## config.mk

```make
export PLATFORM = sky130hd
export DESIGN_NAME = ddr_word_serializer
export DESIGN_NICKNAME = d
export VERILOG_FILES = /design/src/rtl/ser_pkg.sv /design/src/rtl/ser_phase_ctr.sv /design/src/rtl/ser_word_split.sv /design/src/rtl/ser_lane_shift.sv /design/src/rtl/ddr_word_serializer.sv
export SDC_FILE = /design/constraint.sdc
export NUM_CORES = 1
export LEC_CHECK = 0
export ABC_CLOCK_PERIOD_IN_PS = 3000
export CAP_MARGIN = 10
export CORE_AREA = 2 2 39 41
export CTS_CLUSTER_SIZE = 24
export DETAILED_ROUTE_END_ITERATION = 8
export DIE_AREA = 0 0 41 43
export PLACE_DENSITY = 0.63
export SLEW_MARGIN = 20
export SYNTH_ARGS = -nofsm -noshare
export SYNTH_HDL_FRONTEND = slang
export SYNTH_SLANG_ARGS = --single-unit
export TNS_END_PERCENT = 50
```

## constraint.sdc

```tcl
create_clock -name clk_fast -period 3 [get_ports clk_fast]
set_input_delay 0.6 -clock clk_fast [delete_from_list [all_inputs] [get_ports clk_fast]]
set_output_delay 0.6 -clock clk_fast [all_outputs]
set_load 0.05 [all_outputs]
```

## src/rtl/ser_pkg.sv

```systemverilog
// Package: shared checks for the double-rate word serializer.
// Assumes: callers pass the per-lane ratio as a plain integer.
package ser_pkg;

    // Tells whether a per-lane ratio is one the serializer supports.
    function automatic bit ratio_supported(input int ratio);
        return (ratio == 1) || (ratio == 2) || (ratio == 4);
    endfunction

endpackage

```

## src/rtl/ser_phase_ctr.sv

```systemverilog
// Module: fast-domain phase counter that marks the capture edge.
// Does: counts fast cycles within one slow period and raises load_now
//       on the cycle whose closing edge coincides with a slow edge.
// Assumes: fast clock = RATIO x slow clock, edge-aligned; reset shared
//          with the slow domain so phase 0 lines up with a slow edge.
module ser_phase_ctr #(
    parameter int RATIO = 4
) (
    input  logic clk_fast,
    input  logic rst_n,
    output logic load_now
);
    generate
        if (RATIO == 1) begin : g_every
            // Every fast edge is a slow edge: always capture.
            assign load_now = 1'b1;
        end else begin : g_count
            localparam int CW = $clog2(RATIO);
            localparam logic [CW-1:0] LAST = CW'(RATIO - 1);
            logic [CW-1:0] phase;

            // Advance the phase and wrap after the last fast cycle.
            always_ff @(posedge clk_fast) begin
                if (!rst_n)
                    phase <= '0;
                else if (phase == LAST)
                    phase <= '0;
                else
                    phase <= phase + 1'b1;
            end

            assign load_now = (phase == '0);

            AST_PHASE_WRAP: assert property (@(posedge clk_fast) disable iff (!rst_n)
                (phase == LAST) |=> (phase == '0));
            AST_LOAD_SPACING: assert property (@(posedge clk_fast) disable iff (!rst_n)
                load_now |=> !load_now);
        end
    endgenerate
endmodule

```

## src/rtl/ser_word_split.sv

```systemverilog
// Module: splits a parallel word into even (rise) and odd (fall) halves.
// Does: element 2i goes to slot i of the rise half and element 2i+1 to
//       slot i of the fall half; an invalid word becomes idle elements.
// Assumes: purely combinational, used ahead of the lane shifters.
module ser_word_split #(
    parameter int EW = 1,
    parameter int RATIO = 4,
    parameter logic [EW-1:0] IDLE_VAL = '0
) (
    input  logic [2*RATIO*EW-1:0] word,
    input  logic                  valid,
    output logic [RATIO*EW-1:0]   rise_half,
    output logic [RATIO*EW-1:0]   fall_half
);
    generate
        for (genvar i = 0; i < RATIO; i++) begin : g_slot
            // Route one even/odd element pair, or idle when invalid.
            assign rise_half[i*EW +: EW] = valid ? word[(2*i)*EW +: EW]   : IDLE_VAL;
            assign fall_half[i*EW +: EW] = valid ? word[(2*i+1)*EW +: EW] : IDLE_VAL;
        end
    endgenerate
endmodule

```

## src/rtl/ser_lane_shift.sv

```systemverilog
// Module: one lane's DEPTH:1 shifter on the fast clock.
// Does: loads DEPTH elements on load, then presents them at head one per
//       cycle, slot 0 first, shifting idle elements in behind.
// Assumes: load arrives every DEPTH cycles, so shifted-in idle is never shown.
module ser_lane_shift #(
    parameter int EW = 1,
    parameter int DEPTH = 4,
    parameter logic [EW-1:0] IDLE_VAL = '0
) (
    input  logic                  clk_fast,
    input  logic                  rst_n,
    input  logic                  load,
    input  logic [DEPTH*EW-1:0]   load_word,
    output logic [EW-1:0]         head
);
    generate
        if (DEPTH == 1) begin : g_direct
            logic [EW-1:0] rg;
            // Direct lane register, reloaded whenever load is high.
            always_ff @(posedge clk_fast) begin
                if (!rst_n)
                    rg <= IDLE_VAL;
                else if (load)
                    rg <= load_word;
            end
            assign head = rg;
        end else begin : g_shift
            logic [DEPTH*EW-1:0] sh;
            // Load a new group, or move the next element into slot 0.
            always_ff @(posedge clk_fast) begin
                if (!rst_n)
                    sh <= {DEPTH{IDLE_VAL}};
                else if (load)
                    sh <= load_word;
                else
                    sh <= {IDLE_VAL, sh[DEPTH*EW-1:EW]};
            end
            assign head = sh[EW-1:0];
        end
    endgenerate
endmodule

```

## src/rtl/ddr_word_serializer.sv

```systemverilog
// Module: top of the double-rate output word serializer.
// Does: captures a 2*RATIO-element word on each slow edge and emits it as
//       rise/fall element pairs over RATIO fast cycles, flagged by out_valid.
// Assumes: fast and slow clocks from one PLL, edge-aligned; word_in and
//          word_valid held for a full slow period; pin DDR register external.
module ddr_word_serializer #(
    parameter int EW = 1,
    parameter int RATIO = 4,
    parameter logic [EW-1:0] IDLE_VAL = '0
) (
    input  logic                  clk_fast,
    input  logic                  rst_n,
    input  logic [2*RATIO*EW-1:0] word_in,
    input  logic                  word_valid,
    output logic [EW-1:0]         rise_data,
    output logic [EW-1:0]         fall_data,
    output logic                  out_valid
);
    import ser_pkg::*;

    initial begin
        if (!ratio_supported(RATIO))
            $error("ddr_word_serializer: RATIO must be 1, 2 or 4");
    end

    logic                load_now;
    logic [RATIO*EW-1:0] rise_half;
    logic [RATIO*EW-1:0] fall_half;

    ser_phase_ctr #(.RATIO(RATIO)) u_phase (
        .clk_fast (clk_fast),
        .rst_n    (rst_n),
        .load_now (load_now)
    );

    ser_word_split #(.EW(EW), .RATIO(RATIO), .IDLE_VAL(IDLE_VAL)) u_split (
        .word      (word_in),
        .valid     (word_valid),
        .rise_half (rise_half),
        .fall_half (fall_half)
    );

    ser_lane_shift #(.EW(EW), .DEPTH(RATIO), .IDLE_VAL(IDLE_VAL)) u_rise (
        .clk_fast  (clk_fast),
        .rst_n     (rst_n),
        .load      (load_now),
        .load_word (rise_half),
        .head      (rise_data)
    );

    ser_lane_shift #(.EW(EW), .DEPTH(RATIO), .IDLE_VAL(IDLE_VAL)) u_fall (
        .clk_fast  (clk_fast),
        .rst_n     (rst_n),
        .load      (load_now),
        .load_word (fall_half),
        .head      (fall_data)
    );

    // Frame valid flag, taken from word_valid at each capture edge.
    always_ff @(posedge clk_fast) begin
        if (!rst_n)
            out_valid <= 1'b0;
        else if (load_now)
            out_valid <= word_valid;
    end

    AST_FIRST_PAIR: assert property (@(posedge clk_fast) disable iff (!rst_n)
        (load_now && word_valid) |=> (out_valid
            && rise_data == $past(word_in[EW-1:0])
            && fall_data == $past(word_in[2*EW-1:EW])));
    AST_IDLE_FILL: assert property (@(posedge clk_fast) disable iff (!rst_n)
        (load_now && !word_valid) |=> (!out_valid
            && rise_data == IDLE_VAL && fall_data == IDLE_VAL));
    AST_VALID_HOLD: assert property (@(posedge clk_fast) disable iff (!rst_n)
        !load_now |=> $stable(out_valid));
endmodule

```

## Word level (Yosys, flattened, before mapping)

Index checks and enable logic that the tools add are counted.

| storage, ports and cells | value |
|---|---|
| bits of input ports | 11 |
| logic and storage cells | 20 |
| output and inout port bits | 3 |
| latch bits | 0 |
| memories | 0 |
| memory bits (writable) | 0 |
| bits in registers | 11 |
| bits in read-only memories | 0 |

| operators by class | value |
|---|---|
| reduce and logical (&&, ||, !) cells | 3 |
| mux-type cells | 8 |
| div/mod/pow operators | 0 |
| bitwise logic cells | 1 |
| $add $sub $neg | 1 |
| shifts and indexed selects | 0 |
| $lt $le $gt $ge | 0 |
| multipliers | 0 |
| eq/ne operators | 1 |

Operators by type and width:

| operator | number |
|---|---|
| 1-bit two-way mux | 6 |
| 3-bit two-way mux | 2 |
| 3-bit AND reduction | 1 |
| 2-bit by 1-bit adder with 2-bit output (second input constant) | 1 |
| 2-bit equality test (second input constant) | 1 |
| 2-bit zero test | 1 |
| 2-bit OR reduction | 1 |
| 1-bit inverter | 1 |

## Longest topological paths before layout

Gate-level depths: netlist (run 1).

| logic depth | value |
|---|---|
| word-level depth | 2 |
| gate-level depth with buffers | 4 |
| depth with buffers taken out | 4 |

## Cells and area by module

A second synthesis (run 1) with hierarchy kept.

| second synthesis, totals | value |
|---|---|
| cell total of the unflattened synthesis | 41 |
| area, all modules | 452.9 sq um |

By module, submodules not included:

| module | times used | area an instance (sq um) | seq. area each (sq um) | cells an instance |
|---|---|---|---|---|
| ser_lane_shift | 2 | 136.4 | 80.1 | 11 |
| ser_phase_ctr | 1 | 93.8 | 40.0 | 8 |
| ser_word_split | 1 | 50.0 | 0.0 | 8 |
| ddr_word_serializer | 1 | 36.3 | 20.0 | 3 |

## Least setup slack after synthesis (run 1)

No wires, ideal clock.

| timing path | value |
|---|---|
| kind | reg-to-output |
| from | register out_valid |
| to | output out_valid |
| setup slack | 1803 ps |
| arrival | 597 ps |
| cell stages (with the launch flop) | 1 |
| cells stage by stage | dfxtp_1 |

RTL lines:

| element | RTL line | source |
|---|---|---|
| start: declaration | ddr_word_serializer.sv:17 | `output logic out_valid` |
| start signal: assignment | ddr_word_serializer.sv:64 | `out_valid <= word_valid;` |

No word-level cell between the ends.

## Final worst setup path (run 1)

| timing path | value |
|---|---|
| from | register out_valid |
| to | output out_valid |

No word-level cell between the ends.

==> Implementation_results.wiki, run 1 <==
{| class="wikitable"
! Metric !! Value
|-
| Outcome || completed
|-
| Dominant register cell in the synthesized netlist || dfxtp_1
|-
| Transition time at the pin with the least slew margin || between 400 and 500 ps
|-
| Peak VDD IR || roughly 0.23 mV
|-
| Num Clock Sinks || 11
|-
| Die boundary height || 43 um
|-
| Post-DR wirelength/cell || 11.1 um
|-
| Switching portion of total power || 26.4%
|-
| Most common library cells after synthesis || dfxtp_1 (11), a32o_2 (3), nand2_1 (3), nand3b_1 (3), nand4_1 (3)
|-
| Number of hold-slack violations in the final timing report || 0
|-
| Source-to-sink clock delay at the later pin of the worst-skew pair || ~270 ps
|-
| Dpl cell area || about 550 um2
|-
| Leftover overflow at the end of global routing || 0
|-
| Hold Crit Class || reg2reg
|-
| Sequential share of power || 49.8%
|-
| Final non-filler cell total || 68
|-
| Overall via count from detail_route || ~320
|-
| Final ANT Viol Nets || 0
|-
| Cell-internal power || about 240 uW
|-
| Sw power || 85.8 uW
|-
| Post-synth top area share || 54.5%
|-
| Maximum buffer depth of the clock tree || 2
|-
| Capture endpoint of the worst hold path || u_rise.g_shift.sh[0]
|-
| MaxCap Viol Count || 0
|-
| CP endpoint kind || output port
|-
| Warnings from Yosys || 0
|-
| Number of buffers inserted during clock tree synthesis || 3
|-
| Setup-failing EPs final || 0
|-
| Ratio of total power to cell area || 566 mW/mm2
|-
| Part of the power in combinational logic || 19.6%
|-
| Largest delay contributor family on the critical path || buffers and inverters
|-
| CTS H-tree lvls || 1
|-
| Library cell contributing the largest single delay on the critical path || clkdlybuf4s50_1
|-
| Count of cells along the worst hold path || 2
|-
| Initial Utilization || between 20 and 30%
|-
| DRC marker count from the first detailed-route iteration || 3
|-
| Buffers plus inverters on the worst setup path || 1
|-
| Max FO, Critical Path || 2
|-
| CP peak stage delay || about 800 ps
|-
| Area added between synthesis and finish || 42.1%
|-
| Share of final-layout standard cells stronger than drive strength 1 || between 10% and 20%
|-
| Final Max Slew Viols || 0
|-
| DPL Wire Length || just over 500 um
|-
| Fill cell count || 150
|-
| Largest cells by area after synthesis || dfxtp_1 (54%), a32o_2 (8.4%), ha_1 (6.2%)
|-
| WL met3 || 80 um
|-
| Final design instance area without fill || 574 um2
|-
| Length of the first detailed-routing pass in iterations || 3
|-
| Net count after synthesis || 49
|-
| Register-to-Register Setup Slack || between 1500 and 2000 ps
|-
| DRT met1 WL || approximately 360 um
|-
| Highest routing layer actually used || met4
|-
| Antenna Cells || 0
|-
| Most frequent cell after synthesis || dfxtp_1
|-
| Proportion of synthesized chip area in sequential cells || a little over half
|-
| Width of the die || approximately 41 um
|-
| Met2 wire length || 301 um
|-
| First-pass GRT wire length || 1070 um
|-
| Site row count || 14
|-
| Cells after synthesis || 36
|-
| Post-cts repair resize count || 0
|-
| Final wirelength || between 700 and 800 um
|-
| Time the worst path needs with I/O delays and setup || 1990 ps
|-
| Buffers inserted by post-CTS timing repair || 0
|-
| Number of flops mapped to enable cells by yosys || 0
|-
| Final Wtd Congestion || ~0.60
|-
| Async SR Flop Fraction || 0%
|-
| DR vias/cell || roughly 4.7
|-
| Register bit count reported by yosys || 11
|-
| Total leakage power || around 0.00026 uW
|-
| Critical path class || reg2out
|-
| Peak Freq || between 500 and 600 MHz
|-
| # placed instances || 64
|-
| Worst slew margin relative to its limit || around 67%
|-
| Worst setup skew after layout || between 6 and 7 ps
|-
| Number of top-level design ports || 14
|-
| Post-synthesis cell type with the largest combined area || dfxtp_1
|-
| Unrepaired setup endpoints after global routing || no
|-
| Number of antenna violations at the first check in global routing || 0
|-
| Die ar. || about 0.0018 mm2
|-
| Global-route total usage across every layer || 9.69%
|-
| Worst setup path startpoint || out_valid
|-
| Syn Std Cell Area || approximately 400 um2
|-
| Clock root buffer || clkbuf_4
|-
| Area of the core region || about 0.0014 mm2
|-
| Data required time of the critical path || about 2400 ps
|-
| Multi-input combinational cell area || 169 um2
|-
| Worst Reg-to-Reg Cells || 4
|-
| Power Total || between 300 and 400 uW
|-
| Synthesized area per cell || approximately 11 um2
|-
| Worst EP arrival || 1390 ps
|-
| Layout Nets || 66
|-
| Port bufs || 13
|-
| Capture instance of the worst register-to-register path || u_fall.g_shift.sh[2]
|-
| Clock transition at path regs || 70 ps
|-
| Final-layout setup total negative slack || 0 ps
|-
| Startpoint of the lowest-slack hold path || u_rise.g_shift.sh[1]
|-
| Share of the clock period used by the worst path || about two thirds
|-
| Number of design rule violations left after detail routing || 0
|-
| Number of hold-repair buffers added at the cts stage || 0
|-
| Sequential standard cell area || around 220 um2
|-
| Power share of the clock group || a little under a third
|-
| Clock tree from TritonCTS || done
|-
| Startpoint Class || flip-flop
|-
| Startpoint of the lowest-slack register-to-register path || u_phase.g_count.phase[0]
|-
| Maximum number of pins on one net before global-route repair || 16
|-
| Yosys cell types || 14
|-
| Crit path cell chain || clkdlybuf4s50_1
|-
| Vias in the first global route || 270
|}
[cell usage in the layout (no fill, tap or decap)]
cell,Yosys,routed
and3_1,2,2
a32o_2,3,3
nand3b_1,3,3
clkdlybuf4s50_1,0,13
nand4_1,3,3
clkinv_2,0,1
clkbuf_4,0,3
inv_1,2,2
dfxtp_1,11,11
o21a_1,1,1
and3b_1,1,1
ha_1,2,2
nand2_1,3,3
nor3b_1,1,1
and2_4,1,1
nor2b_1,2,2
[worst max-delay path by stage]
stage	to	slack, ps	depth (start not counted)
after floorplan	out_valid	1800	0
after CTS	out_valid	990	1
after global placement	u_fall.g_shift.sh[0]	1160	3
final	out_valid	1010	1
after detailed placement	u_fall.g_shift.sh[2]	1150	3
after global routing	out_valid	960	1
[cells by family after synthesis]
group,count (synthesis),share of synthesized area [%]
compound gates,4,10.2
fa+ha+maj,2,6.19
flops,11,54.5
simple gates,16,25.4
buf+inv,3,3.72
[metrics by stage]
stage / hold slack (ps) / utilization [%] / setup slack [ps]
final: 450 / 41.5 / 1010
after global placement: 427 / 39.5 / 1160
after floorplan: 422 / - / 1800
after global routing: 468 / 41.5 / 964
after detailed placement: 437 / 39.5 / 1150
after CTS: 453 / 41.5 / 991
[area by class of cell]
type | instances | area share [%]
Timing Repair Buffer | 13 | 22.7
Sequential cell | 11 | 38.3
Clock inverter | 1 | 0.871
Multi-Input combinational cell | 22 | 29.4
Clock buffer | 3 | 3.92
Tap cell | 16 | 3.49
Inverter | 2 | 1.31
[registers in the layout, summed over array words and instances, names as in the netlist]
name	flops
out_valid	1
u_fall.g_shift.sh	4
u_phase.g_count.phase	2
u_rise.g_shift.sh	4
[worst min-delay path, cell delays in order, from the launching register on]
cell and delay (ps):
dfxtp_1 300, nand3b_1 70, nand2_1 40
[layer usage]
layer	track usage [%]	up-vias
met4	10.0	0
met5	0	-
met1	11.4	144
met2	11.3	11
met3	5.24	2
li1	-	162
[power groups by stage]
stage	sequential [uW]	combinational, uW	clock (uW)
final	162	63.8	99.2
after global routing	163	68.8	110
after CTS	162	64.5	104
after detailed placement	166	63.7	0
after global placement	165	63.7	0
after floorplan	176	27.5	0
Power figures use the tool's default switching activity.
==> run 2: changes to the inputs <==
--- a/config.mk
+++ b/config.mk
@@ -5,13 +5,13 @@
 export SDC_FILE = /design/constraint.sdc
 export NUM_CORES = 1
 export LEC_CHECK = 0
-export ABC_CLOCK_PERIOD_IN_PS = 3000
+export ABC_CLOCK_PERIOD_IN_PS = 1600
 export CAP_MARGIN = 10
 export CORE_AREA = 2 2 39 41
 export CTS_CLUSTER_SIZE = 24
 export DETAILED_ROUTE_END_ITERATION = 8
 export DIE_AREA = 0 0 41 43
-export PLACE_DENSITY = 0.63
+export PLACE_DENSITY = 0.66
 export SLEW_MARGIN = 20
 export SYNTH_ARGS = -nofsm -noshare
 export SYNTH_HDL_FRONTEND = slang
==> constraint.sdc (replaced) <==
create_clock -name clk_fast -period 1.6 [get_ports clk_fast]
set_input_delay 0.32 -clock clk_fast [delete_from_list [all_inputs] [get_ports clk_fast]]
set_output_delay 0.32 -clock clk_fast [all_outputs]
set_load 0.05 [all_outputs]
==> run 2 against run 1 <==
Setup slack got worse by 680 ps. Clock skew decreased by 3.8 ps. First-iteration DRC count grew to 3.0 times the previous value. Clock power increased by 83%. Register-to-register slack got worse by 1400 ps. Non-clock buffer count grew 1. Utilization fell by 0.090 points. Via count decreased by 3.1%. Final cell count is 1.5% higher. Largest cell class unchanged. Largest power group unchanged.
==> Implementation_results.wiki, run 2 (synthesis results as in run 1) <==
{| class="wikitable"
! Metric !! Value
|-
| Clock tree from TritonCTS || done
|-
| Worst slew margin relative to its limit || 82.2% (+15 points)
|-
| CTS H-tree lvls || 1 (unchanged)
|-
| Worst Reg-to-Reg Cells || 4 (unchanged)
|-
| First-pass GRT wire length || 1190 um (+11%)
|-
| MaxCap Viol Count || 0 (unchanged)
|-
| Number of antenna violations at the first check in global routing || 0 (unchanged)
|-
| Count of cells along the worst hold path || 1 (-1)
|-
| Leftover overflow at the end of global routing || 0 (unchanged)
|-
| Largest delay contributor family on the critical path || flip-flops
|-
| Width of the die || 41 um (unchanged)
|-
| Outcome || completed
|-
| Ratio of total power to cell area || 1050 mW/mm2 (+86%)
|-
| Post-DR wirelength/cell || 10.7 um (-3.7%)
|-
| Total leakage power || 0.000267 uW (+2.9%)
|-
| Die boundary height || 43 um (unchanged)
|-
| Number of hold-repair buffers added at the cts stage || 0 (unchanged)
|-
| Final ANT Viol Nets || 0 (unchanged)
|-
| Worst setup skew after layout || 2.36 ps (-3.83 ps)
|-
| Leading cell types in the layout, fill and taps excluded || dfxtp_1 (11), clkdlybuf4s50_1 (10), buf_4 (4)
|-
| Number of hold-slack violations in the final timing report || 0 (unchanged)
|-
| Die ar. || 0.00176 mm2 (unchanged)
|-
| Length of the first detailed-routing pass in iterations || 2 (-1)
|-
| Most common library cell in the layout ignoring fill and taps || dfxtp_1
|-
| Initial Utilization || 29.2% (unchanged)
|-
| Startpoint of the lowest-slack hold path || u_phase.g_count.phase[0]
|-
| Worst EP arrival || 1420 ps (+30 ps)
|-
| Clock transition at path regs || 70 ps (about the same)
|-
| Final Wtd Congestion || 0.671 (+12%)
|-
| Number of buffers inserted during clock tree synthesis || 3 (unchanged)
|-
| Buffers inserted by post-CTS timing repair || 0 (unchanged)
|-
| Capture endpoint of the worst hold path || u_phase.g_count.phase[0]
|-
| DRC marker count from the first detailed-route iteration || 9 (+6)
|-
| Global-route total usage across every layer || 10.3% (+0.58 points)
|-
| Final wirelength || 738 um (-2.3%)
|-
| Peak VDD IR || 0.353 mV (+56%)
|-
| Maximum number of pins on one net before global-route repair || 11 (-5)
|-
| Register-to-Register Setup Slack || 330 ps (-1370 ps)
|-
| Leading registers by flop count || u_fall.g_shift.sh (4), u_rise.g_shift.sh (4), u_phase.g_count.phase (2)
|-
| Buffers plus inverters on the worst setup path || 1 (unchanged)
|-
| Source-to-sink clock delay at the later pin of the worst-skew pair || 260 ps (about the same)
|-
| Startpoint of the lowest-slack register-to-register path || u_phase.g_count.phase[0]
|-
| CP endpoint kind || flip-flop
|-
| Clock root buffer || clkbuf_4
|-
| Peak Freq || between 700 and 800 MHz
|-
| Final-layout setup total negative slack || 0 ps (unchanged)
|-
| Number of top-level design ports || 14 (unchanged)
|-
| Area of the core region || 0.00138 mm2 (unchanged)
|-
| Share of final-layout standard cells stronger than drive strength 1 || 20.8% (+5.4 points)
|-
| DR vias/cell || 4.48 (-4.5%)
|-
| Maximum buffer depth of the clock tree || 2 (unchanged)
|-
| Capture instance of the worst register-to-register path || u_fall.g_shift.sh[2]
|-
| Max FO, Critical Path || 9 (+7)
|-
| Transition time at the pin with the least slew margin || 268 ps (-226 ps)
|-
| Data required time of the critical path || 1760 ps (-640 ps)
|-
| Port bufs || 13 (unchanged)
|-
| Unrepaired setup endpoints after global routing || no
|-
| Antenna Cells || 0 (unchanged)
|-
| Overall via count from detail_route || 309 (-3.1%)
|-
| Library cell contributing the largest single delay on the critical path || dfxtp_1
|-
| Post-cts repair resize count || 0 (unchanged)
|-
| Site row count || 14 (unchanged)
|-
| Area added between synthesis and finish || 41.8%
|-
| CP peak stage delay || 350 ps (-450 ps)
|-
| Time the worst path needs with I/O delays and setup || between 1000 and 1500 ps
|-
| Layout Nets || 67 (+1.5%)
|-
| Hold Crit Class || reg2reg
|-
| Crit path cell chain || inv_1 > ha_1 > and2_4 > a32o_2
|-
| Final Max Slew Viols || 0 (unchanged)
|-
| Worst-case setup margin in the final layout || 332 ps (-678 ps)
|-
| Startpoint Class || flip-flop
|-
| Vias in the first global route || 298 (+10%)
|-
| Share of the clock period used by the worst path || ~79%
|-
| Num Clock Sinks || 11 (unchanged)
|-
| Number of design rule violations left after detail routing || 0 (unchanged)
|-
| Worst-case setup slack after placement || 229 ps (-925 ps)
|-
| Critical path class || reg2reg
|-
| Setup-failing EPs final || 0 (unchanged)
|}
[run 2: worst max-delay path by stage]
| stage | from | endpoint | slack (ps) | cells after the start |
|---|---|---|---|---|
| 3_3_place_gp | word_valid | u_fall.g_shift.sh[0] | 260 | 3 |
| 3_5_place_dp | rst_n | u_fall.g_shift.sh[2] | 230 | 3 |
| 2_1_floorplan | u_phase.g_count.phase[0] | u_fall.g_shift.sh[0] | 420 | 4 |
| 5_1_grt | u_phase.g_count.phase[0] | u_fall.g_shift.sh[2] | 240 | 4 |
| 6_report | u_phase.g_count.phase[0] | u_fall.g_shift.sh[2] | 330 | 4 |
| 4_1_cts | u_phase.g_count.phase[0] | u_fall.g_shift.sh[2] | 320 | 4 |
[run 2: per-stage QoR]
step                power, uW  hold WS [ps]  util [%]  cell area, um2  instances
finish                    604           448      41.4             573         69
global route              646           476      41.4             573         69
CTS                       617           454      41.4             573         69
detailed placement        430           438      39.5             547         65
global placement          428           426      39.5             547         65
floorplan                 381           422         -             404         36
[run 2: cell type report]
cell class	instances	area (um2)
multi-input cells	22	169
flip-flops and latches	11	220
inverters	2	7.51
repair buffers	14	130
fillers	149	811
well taps	16	20.0
clock buffers	4	26.3
[run 2: power breakdown]
group          switching, uW  internal, uW
Combinational           58.0          60.1
Clock                   85.8          96.3
Sequential              8.31           295
Total                    152           452
[run 2: routing by layer]
layer	track usage [%]	vias up	share of wire, %
met2	14.1	11	44
met1	11.7	131	47
met3	3.14	0	8.9
li1	-	167	-
met4	10.0	0	0
met5	0	-	0
